File: src/rtl/fdc_pkg.sv
package fdc_pkg;

  localparam logic [7:0] OP_RD_CFG = 8'h15;
  localparam logic [7:0] OP_RD_ST  = 8'h05;
  localparam logic [7:0] OP_WR_EN  = 8'h06;
  localparam logic [7:0] OP_WR_REG = 8'h01;

  localparam logic [2:0] CLS_PLAIN   = 3'd0;
  localparam logic [2:0] CLS_FAST    = 3'd1;
  localparam logic [2:0] CLS_DUAL_IO = 3'd2;
  localparam logic [2:0] CLS_QUAD_IO = 3'd3;

  typedef enum logic [2:0] {
    PH_CFG_RD1,
    PH_ST_RD,
    PH_WEN,
    PH_WRITE,
    PH_POLL,
    PH_CFG_RD2
  } phase_t;

  typedef enum logic [2:0] {
    ST_IDLE,
    ST_MAP,
    ST_LOAD,
    ST_SEND,
    ST_WAIT,
    ST_GAP,
    ST_NEXT
  } state_t;

  function automatic logic [7:0] phase_opcode(phase_t p);
    case (p)
      PH_ST_RD, PH_POLL:      phase_opcode = OP_RD_ST;
      PH_WEN:                 phase_opcode = OP_WR_EN;
      PH_WRITE:               phase_opcode = OP_WR_REG;
      default:                phase_opcode = OP_RD_CFG;
    endcase
  endfunction

  function automatic logic [1:0] phase_len(phase_t p);
    case (p)
      PH_WEN:   phase_len = 2'd1;
      PH_WRITE: phase_len = 2'd3;
      default:  phase_len = 2'd2;
    endcase
  endfunction

endpackage

File: src/rtl/fdc_code_map.sv
module fdc_code_map #(
  parameter int CNT_W = 4
) (
  input  logic [2:0]       cls,
  input  logic [CNT_W-1:0] cnt,
  output logic             ok,
  output logic [1:0]       code,
  output logic [CNT_W-1:0] eff_cnt
);
  import fdc_pkg::*;

  localparam logic [CNT_W-1:0] C4  = CNT_W'(4);
  localparam logic [CNT_W-1:0] C6  = CNT_W'(6);
  localparam logic [CNT_W-1:0] C8  = CNT_W'(8);
  localparam logic [CNT_W-1:0] C10 = CNT_W'(10);

  always_comb begin
    ok      = 1'b1;
    code    = 2'd0;
    eff_cnt = cnt;
    case (cls)
      CLS_PLAIN: begin
        eff_cnt = '0;
      end
      CLS_FAST: begin
        if (cnt == C6)       code = 2'd1;
        else if (cnt == C8)  code = 2'd0;
        else if (cnt == C10) code = 2'd3;
        else                 ok   = 1'b0;
      end
      CLS_DUAL_IO: begin
        if (cnt == C4)       code = 2'd0;
        else if (cnt == C6)  code = 2'd1;
        else if (cnt == C8)  code = 2'd2;
        else if (cnt == C10) code = 2'd3;
        else                 ok   = 1'b0;
      end
      CLS_QUAD_IO: begin
        if (cnt == C4)       code = 2'd1;
        else if (cnt == C6)  code = 2'd0;
        else if (cnt == C8)  code = 2'd2;
        else if (cnt == C10) code = 2'd3;
        else                 ok   = 1'b0;
      end
      default: ok = 1'b0;
    endcase
  end

endmodule

File: src/rtl/fdc_spi_byte.sv
module fdc_spi_byte #(
  parameter int HALF_DIV = 2
) (
  input  logic       clk,
  input  logic       rst,
  input  logic       go,
  input  logic [7:0] tx,
  input  logic       miso,
  output logic       sclk,
  output logic       mosi,
  output logic [7:0] rx,
  output logic       byte_done,
  output logic       active
);
  localparam int DW = (HALF_DIV > 1) ? $clog2(HALF_DIV) : 1;
  localparam logic [DW-1:0] DIV_LAST = DW'(HALF_DIV - 1);

  logic [DW-1:0] div_q;
  logic [2:0]    bit_q;
  logic [7:0]    sh_q;
  logic [7:0]    rx_q;
  logic          act_q;
  logic          sclk_q;
  logic          done_q;

  always_ff @(posedge clk) begin
    done_q <= 1'b0;
    if (rst) begin
      div_q  <= '0;
      bit_q  <= '0;
      sh_q   <= '0;
      rx_q   <= '0;
      act_q  <= 1'b0;
      sclk_q <= 1'b0;
    end else if (!act_q) begin
      if (go) begin
        act_q  <= 1'b1;
        sh_q   <= tx;
        div_q  <= '0;
        bit_q  <= '0;
        sclk_q <= 1'b0;
      end
    end else if (div_q == DIV_LAST) begin
      div_q <= '0;
      if (!sclk_q) begin
        sclk_q <= 1'b1;
        rx_q   <= {rx_q[6:0], miso};
      end else begin
        sclk_q <= 1'b0;
        if (bit_q == 3'd7) begin
          act_q  <= 1'b0;
          done_q <= 1'b1;
        end else begin
          bit_q <= bit_q + 3'd1;
          sh_q  <= {sh_q[6:0], 1'b0};
        end
      end
    end else begin
      div_q <= div_q + DW'(1);
    end
  end

  assign sclk      = sclk_q;
  assign mosi      = sh_q[7];
  assign rx        = rx_q;
  assign byte_done = done_q;
  assign active    = act_q;

  // a new byte is only launched while the shifter is idle
  assert_go_when_idle_R9: assert property (@(posedge clk) disable iff (rst)
    go |-> !act_q);

endmodule

File: src/rtl/fdc_ctrl.sv
module fdc_ctrl #(
  parameter int CNT_W    = 4,
  parameter int POLL_MAX = 8,
  parameter int CS_GAP   = 3
) (
  input  logic             clk,
  input  logic             rst,
  input  logic             start,
  input  logic [2:0]       op_class,
  input  logic [CNT_W-1:0] dummy_cnt,
  output logic [2:0]       req_cls,
  output logic [CNT_W-1:0] req_cnt,
  input  logic             map_ok,
  input  logic [1:0]       map_code,
  input  logic [CNT_W-1:0] map_cnt,
  output logic             sh_go,
  output logic [7:0]       sh_tx,
  input  logic [7:0]       sh_rx,
  input  logic             sh_done,
  output logic             cs_n,
  output logic             busy,
  output logic             done,
  output logic             err,
  output logic [CNT_W-1:0] applied_cnt
);
  import fdc_pkg::*;

  localparam int PW = $clog2(POLL_MAX + 1);
  localparam int GW = $clog2(CS_GAP + 1);
  localparam logic [PW-1:0] POLL_LAST = PW'(POLL_MAX - 1);
  localparam logic [GW-1:0] GAP_LAST  = GW'(CS_GAP - 1);

  state_t           state_q;
  phase_t           phase_q;
  logic [2:0]       cls_q;
  logic [CNT_W-1:0] cnt_q;
  logic [CNT_W-1:0] app_q;
  logic [1:0]       code_q;
  logic [7:0]       cfg_q;
  logic [7:0]       st_q;
  logic [7:0]       rx_q;
  logic [1:0]       bidx_q;
  logic [PW-1:0]    poll_q;
  logic [GW-1:0]    gap_q;
  logic [1:0]       len_w;

  assign len_w = phase_len(phase_q);

  always_comb begin
    case (bidx_q)
      2'd0:    sh_tx = phase_opcode(phase_q);
      2'd1:    sh_tx = (phase_q == PH_WRITE) ? st_q : 8'h00;
      default: sh_tx = {code_q, cfg_q[5:0]};
    endcase
  end

  always_ff @(posedge clk) begin
    sh_go <= 1'b0;
    done  <= 1'b0;
    err   <= 1'b0;
    if (rst) begin
      state_q     <= ST_IDLE;
      phase_q     <= PH_CFG_RD1;
      cls_q       <= '0;
      cnt_q       <= '0;
      app_q       <= '0;
      code_q      <= '0;
      cfg_q       <= '0;
      st_q        <= '0;
      rx_q        <= '0;
      bidx_q      <= '0;
      poll_q      <= '0;
      gap_q       <= '0;
      cs_n        <= 1'b1;
      busy        <= 1'b0;
      applied_cnt <= '0;
    end else begin
      case (state_q)
        ST_IDLE: begin
          if (start) begin
            cls_q   <= op_class;
            cnt_q   <= dummy_cnt;
            busy    <= 1'b1;
            state_q <= ST_MAP;
          end
        end
        ST_MAP: begin
          code_q <= map_code;
          app_q  <= map_cnt;
          if (!map_ok) begin
            done    <= 1'b1;
            err     <= 1'b1;
            busy    <= 1'b0;
            state_q <= ST_IDLE;
          end else begin
            phase_q <= PH_CFG_RD1;
            state_q <= ST_LOAD;
          end
        end
        ST_LOAD: begin
          cs_n    <= 1'b0;
          bidx_q  <= '0;
          state_q <= ST_SEND;
        end
        ST_SEND: begin
          sh_go   <= 1'b1;
          state_q <= ST_WAIT;
        end
        ST_WAIT: begin
          if (sh_done) begin
            rx_q <= sh_rx;
            if (bidx_q == len_w - 2'd1) begin
              cs_n    <= 1'b1;
              gap_q   <= '0;
              state_q <= ST_GAP;
            end else begin
              bidx_q  <= bidx_q + 2'd1;
              state_q <= ST_SEND;
            end
          end
        end
        ST_GAP: begin
          if (gap_q == GAP_LAST) state_q <= ST_NEXT;
          else                   gap_q   <= gap_q + GW'(1);
        end
        ST_NEXT: begin
          state_q <= ST_LOAD;
          case (phase_q)
            PH_CFG_RD1: begin
              cfg_q <= rx_q;
              if (rx_q[7:6] == code_q) begin
                done        <= 1'b1;
                busy        <= 1'b0;
                applied_cnt <= app_q;
                state_q     <= ST_IDLE;
              end else begin
                phase_q <= PH_ST_RD;
              end
            end
            PH_ST_RD: begin
              st_q    <= rx_q;
              phase_q <= PH_WEN;
            end
            PH_WEN: phase_q <= PH_WRITE;
            PH_WRITE: begin
              poll_q  <= '0;
              phase_q <= PH_POLL;
            end
            PH_POLL: begin
              if (!rx_q[0]) begin
                phase_q <= PH_CFG_RD2;
              end else if (poll_q == POLL_LAST) begin
                done    <= 1'b1;
                err     <= 1'b1;
                busy    <= 1'b0;
                state_q <= ST_IDLE;
              end else begin
                poll_q <= poll_q + PW'(1);
              end
            end
            default: begin
              done    <= 1'b1;
              busy    <= 1'b0;
              state_q <= ST_IDLE;
              if (rx_q[7:6] == code_q) applied_cnt <= app_q;
              else                     err         <= 1'b1;
            end
          endcase
        end
        default: state_q <= ST_IDLE;
      endcase
    end
  end

  assign req_cls = cls_q;
  assign req_cnt = cnt_q;

  // err only with done
  assert_err_with_done_R10: assert property (@(posedge clk) disable iff (rst)
    err |-> done);

  // done lasts one cycle
  assert_done_single_R10: assert property (@(posedge clk) disable iff (rst)
    done |=> !done);

  // applied count moves only on a successful completion
  assert_applied_on_success_R8: assert property (@(posedge clk) disable iff (rst)
    !$stable(applied_cnt) |-> (done && !err));

  // chip select is only active during a request
  assert_cs_in_request_R9: assert property (@(posedge clk) disable iff (rst)
    !cs_n |-> busy);

  // a rejected request ends at once with no bus activity
  assert_reject_quiet_R3: assert property (@(posedge clk) disable iff (rst)
    (state_q == ST_MAP && !map_ok) |=> (done && err && cs_n));

endmodule

File: src/rtl/flash_dummy_cfg.sv
module flash_dummy_cfg #(
  parameter int CNT_W    = 4,
  parameter int HALF_DIV = 2,
  parameter int POLL_MAX = 8,
  parameter int CS_GAP   = 3
) (
  input  logic             clk,
  input  logic             rst,
  input  logic             start,
  input  logic [2:0]       op_class,
  input  logic [CNT_W-1:0] dummy_cnt,
  output logic             busy,
  output logic             done,
  output logic             err,
  output logic [CNT_W-1:0] applied_cnt,
  output logic             spi_sclk,
  output logic             spi_cs_n,
  output logic             spi_mosi,
  input  logic             spi_miso
);
  logic [2:0]       req_cls;
  logic [CNT_W-1:0] req_cnt;
  logic             map_ok;
  logic [1:0]       map_code;
  logic [CNT_W-1:0] map_cnt;
  logic             sh_go;
  logic [7:0]       sh_tx;
  logic [7:0]       sh_rx;
  logic             sh_done;
  logic             sh_active;

  fdc_code_map #(.CNT_W(CNT_W)) u_map (
    .cls     (req_cls),
    .cnt     (req_cnt),
    .ok      (map_ok),
    .code    (map_code),
    .eff_cnt (map_cnt)
  );

  fdc_spi_byte #(.HALF_DIV(HALF_DIV)) u_shift (
    .clk       (clk),
    .rst       (rst),
    .go        (sh_go),
    .tx        (sh_tx),
    .miso      (spi_miso),
    .sclk      (spi_sclk),
    .mosi      (spi_mosi),
    .rx        (sh_rx),
    .byte_done (sh_done),
    .active    (sh_active)
  );

  fdc_ctrl #(.CNT_W(CNT_W), .POLL_MAX(POLL_MAX), .CS_GAP(CS_GAP)) u_ctrl (
    .clk         (clk),
    .rst         (rst),
    .start       (start),
    .op_class    (op_class),
    .dummy_cnt   (dummy_cnt),
    .req_cls     (req_cls),
    .req_cnt     (req_cnt),
    .map_ok      (map_ok),
    .map_code    (map_code),
    .map_cnt     (map_cnt),
    .sh_go       (sh_go),
    .sh_tx       (sh_tx),
    .sh_rx       (sh_rx),
    .sh_done     (sh_done),
    .cs_n        (spi_cs_n),
    .busy        (busy),
    .done        (done),
    .err         (err),
    .applied_cnt (applied_cnt)
  );

  // clock parked low while chip select is released
  assert_sclk_parked_R9: assert property (@(posedge clk) disable iff (rst)
    spi_cs_n |-> !spi_sclk);

  // shifter never runs with chip select released
  assert_shift_under_cs_R9: assert property (@(posedge clk) disable iff (rst)
    sh_active |-> !spi_cs_n);

endmodule

File: config.mk
export PLATFORM = sky130hd
export DESIGN_NAME = flash_dummy_cfg
export DESIGN_NICKNAME = d
export VERILOG_FILES = /design/src/rtl/fdc_pkg.sv /design/src/rtl/fdc_code_map.sv /design/src/rtl/fdc_spi_byte.sv /design/src/rtl/fdc_ctrl.sv /design/src/rtl/flash_dummy_cfg.sv
export SDC_FILE = /design/constraint.sdc
export NUM_CORES = 1
export LEC_CHECK = 0
export BUFFER_PORTS_ARGS = -buffer_cell sky130_fd_sc_hd__buf_2
export CAP_MARGIN = 20
export CORE_UTILIZATION = 45
export DETAILED_ROUTE_END_ITERATION = 7
export SYNTH_ARGS = -nofsm -noshare
export SYNTH_HDL_FRONTEND = slang
export SYNTH_SLANG_ARGS = --single-unit
File: constraint.sdc
create_clock -name clk -period 2.59 [get_ports clk]
set_clock_uncertainty 0.1 [all_clocks]
set_input_delay 0.1295 -clock clk [delete_from_list [all_inputs] [get_ports clk]]
set_output_delay 0.1295 -clock clk [all_outputs]
set_load 0.02 [all_outputs]
==> flow_summary.yaml <==
outcome:
  status: "finished, final reports clean"
synthesis:
  synthXorXnorAreaFrac_pct: 1.69
  syn_area_sq_um: 3620
  synth_area_per_cell_sq_um: 8.34
  yosys.area_share.simple_pct: 24.4
  synth_fa_ha_area_share_pct: 2.07
  synth_compound_area_share_pct: 17.7
  ys.warnings.count: 0
  seq_area_frac_synth_pct: 44.8
  synth_edf_count: 0
  synthDistinctLibCells: 53
  synth_top_family_by_area: "simple AND/OR/NAND/NOR gates"
  synth-seq-cells: 81
  synth_cells: 434
  synth_nets: 451
  ys.flop_type: "dfxtp_1"
  async_flop_share_pct: 0
  muxShareOfSynthArea_pct: 4.74
route:
  vias_per_cell: 5.31
  ant_nets: 0
  drt-initial-drc-count: 159
  drc: 0
  num_vias: 2965
  wl_microns: 7710
  firstDrtPassIters: 4
  wire_per_inst_microns: 13.8
timing:
  timing.fmax_ghz: 0.473
  finalCritPeriodShare_pct: 81.5
  slew_violations: 0
  rsz0062_at_grt: "false"
  post-route-min-period_ns: 2.11
  worst_slew_pin_slew_ns: 0.693
  finalHoldViolCount: 0
  slew_headroom_pct: 53.7
  setup-violations-final: 0
  finalSetupTns_ns: 0
place:
  finalWeightedCongestion: 0.835
  dp_hpwl_microns: 5340
  io_buffers: 20
global_route:
  grt_max_degree: 28
  grt-ovfl-total: 0
  grt_pass1_wl_microns: 13400
  antenna_found_initial: 0
  met1_usage_pct: 27.1
  top_usage_layer: "met2"
  grtUsageMet2_pct: 31.9
  grt.total_usage_pct: 20.0
  grt_pass1_vias: 2853
  met3_usage_pct: 3.73
floorplanning:
  start_util_pct: 46.6
  die_x_microns: 91.7
  dieArea_sq_um: 8400
  rows: 32
  core_area_sq_um: 7770
  ios: 21
  die_y_microns: 91.7
setup_path:
  cp_num_buf_inv: 0
  crit_type: "flip-flop to flip-flop"
  cp-start-kind: "flip-flop"
  cp_cell_sequence: "and3b_1 -> nand3b_2 -> o221ai_2 -> or4_1 -> a21oi_1"
  cp.required_ns: 2.77
  cpPeakStageDelay_ns: 0.58
  cp_slowest_cell: "dfxtp_1"
  r2r_slack_ns: 0.48
  crit_arrival_ns: 2.29
  crit_path_end_kind: "flip-flop"
  cpLargestDelayFamily: "simple AND/OR/NAND/NOR gates"
  crit_fanout: 15
clock_network:
  clk_pin_slew_ns: 0.08
  clockRootBuffer: "clkbuf_8"
  insertion_delay_ns: 0.35
  cts_tree: "done"
  cts_made_buffers: 9
  cts-resized-gates: 0
  htreeDepth: 3
  clock_path_buffers: 2
  clock_sinks: 81
cells_and_area:
  syn_to_final_growth_pct: 10.7
  drive_gt1_share_pct: 9.87
  utilization_pct: 51.5
  n_antenna_cell: 0
  finalNetCount: 469
job:
  maxCapViolCount: 0
power_and_ir_drop:
  total_power_uw: 2350
  switchingPower_uw: 605
  vdd_drop_max_mv: 0.365
  power_frac_comb_pct: 8.3
  p_int_uw: 1750
  leakage_uw: 0.00156
  swShare_pct: 25.7
  power.density_nw_per_um2: 587
  seqPwrFrac_pct: 55.7
  clkPwrFrac_pct: 36.0
min_path:
  hp-class: "primary input to flip-flop"
cells in the final DEF (no fill, tap or decap), drive strengths merged, types with 9 or more instances in the layout:
| cell | synthesis | routed |
|---|---|---|
| a21oi | 52 | 52 |
| buf | 8 | 23 |
| clkbuf | 16 | 11 |
| dfxtp | 81 | 81 |
| dlygate4sd3 | 0 | 9 |
| inv | 9 | 10 |
| mux2i | 16 | 16 |
| nand2 | 63 | 63 |
| nor2 | 54 | 54 |
| nor2b | 10 | 10 |
| nor3 | 11 | 11 |
| o21ai | 18 | 18 |
cells by family after synthesis:
logic type,count (synthesis)
compound gates,105
simple gates,184
xor+xnor,7
flops,81
mux,17
buf+inv,34
fa+ha+maj,6
layout make-up:
cell class / instances / area (sq um)
fill: 784 / 3760
clock inverter: 4 / 26.3
tap: 102 / 128
timing repair buffer: 32 / 213
multi-input combinational: 319 / 1830
sequential: 81 / 1620
inverter: 9 / 33.8
clock buffer: 11 / 151
metal layers:
| metal | vias to the layer above | part of all wire, % |
|---|---|---|
| met5 | - | 0 |
| met2 | 37 | 45 |
| met1 | 1382 | 51 |
| met4 | 0 | 1.1 |
| li1 | 1538 | - |
| met3 | 8 | 2.8 |
what timing repair did:
| action | 4_1_cts | 5_1_grt |
|---|---|---|
| setup buffers | 0 | 0 |
| hold buffers | 9 | 0 |
| hold endpoints to repair | 9 | 0 |
worst paths after layout:
kind	cells past startpoint	end	start
max	5	u_ctrl.phase_q[0]	u_ctrl.state_q[0]
min	2	u_shift.div_q	rst
max reg2reg	5	u_ctrl.phase_q[0]	u_ctrl.state_q[0]
min reg2reg	2	u_ctrl.rx_q[7]	u_shift.rx[7]
worst register-to-register path: stages, from the launching register on:
cell and delay [ns]:
dfxtp_1 0.58, and3b_1 0.32, nand3b_2 0.27, o221ai_2 0.18
or4_1 0.42, a21oi_1 0.17
flip-flops by register name (all words and copies together) (netlist names), 2 cells and up:
name,flops
u_ctrl.bidx_q,2
u_ctrl.applied_cnt,4
u_ctrl.poll_q,4
u_ctrl.req_cnt,4
u_ctrl.req_cls,3
u_ctrl.code_q,2
u_ctrl.rx_q,8
u_ctrl.phase_q,3
u_ctrl.gap_q,2
u_ctrl.st_q,8
u_ctrl.cfg_q,6
u_ctrl.app_q,4
u_shift.sh_q,8
u_ctrl.state_q,3
u_shift.bit_q,3
u_shift.rx,8
Yosys cell counts, drive strengths merged (4+ instances only):
| master | n | area [sq um] |
|---|---|---|
| clkbuf | 16 | 60.1 |
| ha | 6 | 75.1 |
| o21ai | 18 | 90.1 |
| nand2 | 63 | 236 |
| xnor2 | 7 | 61.3 |
| or3 | 4 | 25.0 |
| nor3 | 11 | 55.1 |
| dfxtp | 81 | 1620 |
| nor2b | 10 | 62.6 |
| mux2i | 16 | 160 |
| a221oi | 7 | 61.3 |
| nor3b | 5 | 42.5 |
| inv | 9 | 33.8 |
| nand3b | 8 | 63.8 |
| nand3 | 8 | 40.0 |
| a21oi | 52 | 260 |
| a22oi | 6 | 45.0 |
| nand2b | 6 | 37.5 |
| buf | 8 | 63.8 |
| nor2 | 54 | 203 |
power by group through the flow:
stage	registers (uW)	clock network [uW]	logic, uW
2_1_floorplan	1330	0	148
3_3_place_gp	1340	0	183
3_5_place_dp	1340	0	184
4_1_cts	1310	871	196
5_1_grt	1310	920	219
6_report	1310	846	195
through the flow:
step | hold WS [ns] | cells | area (sq um) | worst slack (ns)
floorplan | 0.165 | 434 | 3620 | 0.851
global placement | 0.270 | 534 | 3740 | 0.567
detailed placement | 0.278 | 534 | 3740 | 0.522
CTS | 0.130 | 558 | 4000 | 0.481
global route | 0.159 | 558 | 4000 | 0.210
finish | 0.134 | 558 | 4000 | 0.478
Power figures use the tool's default switching activity.
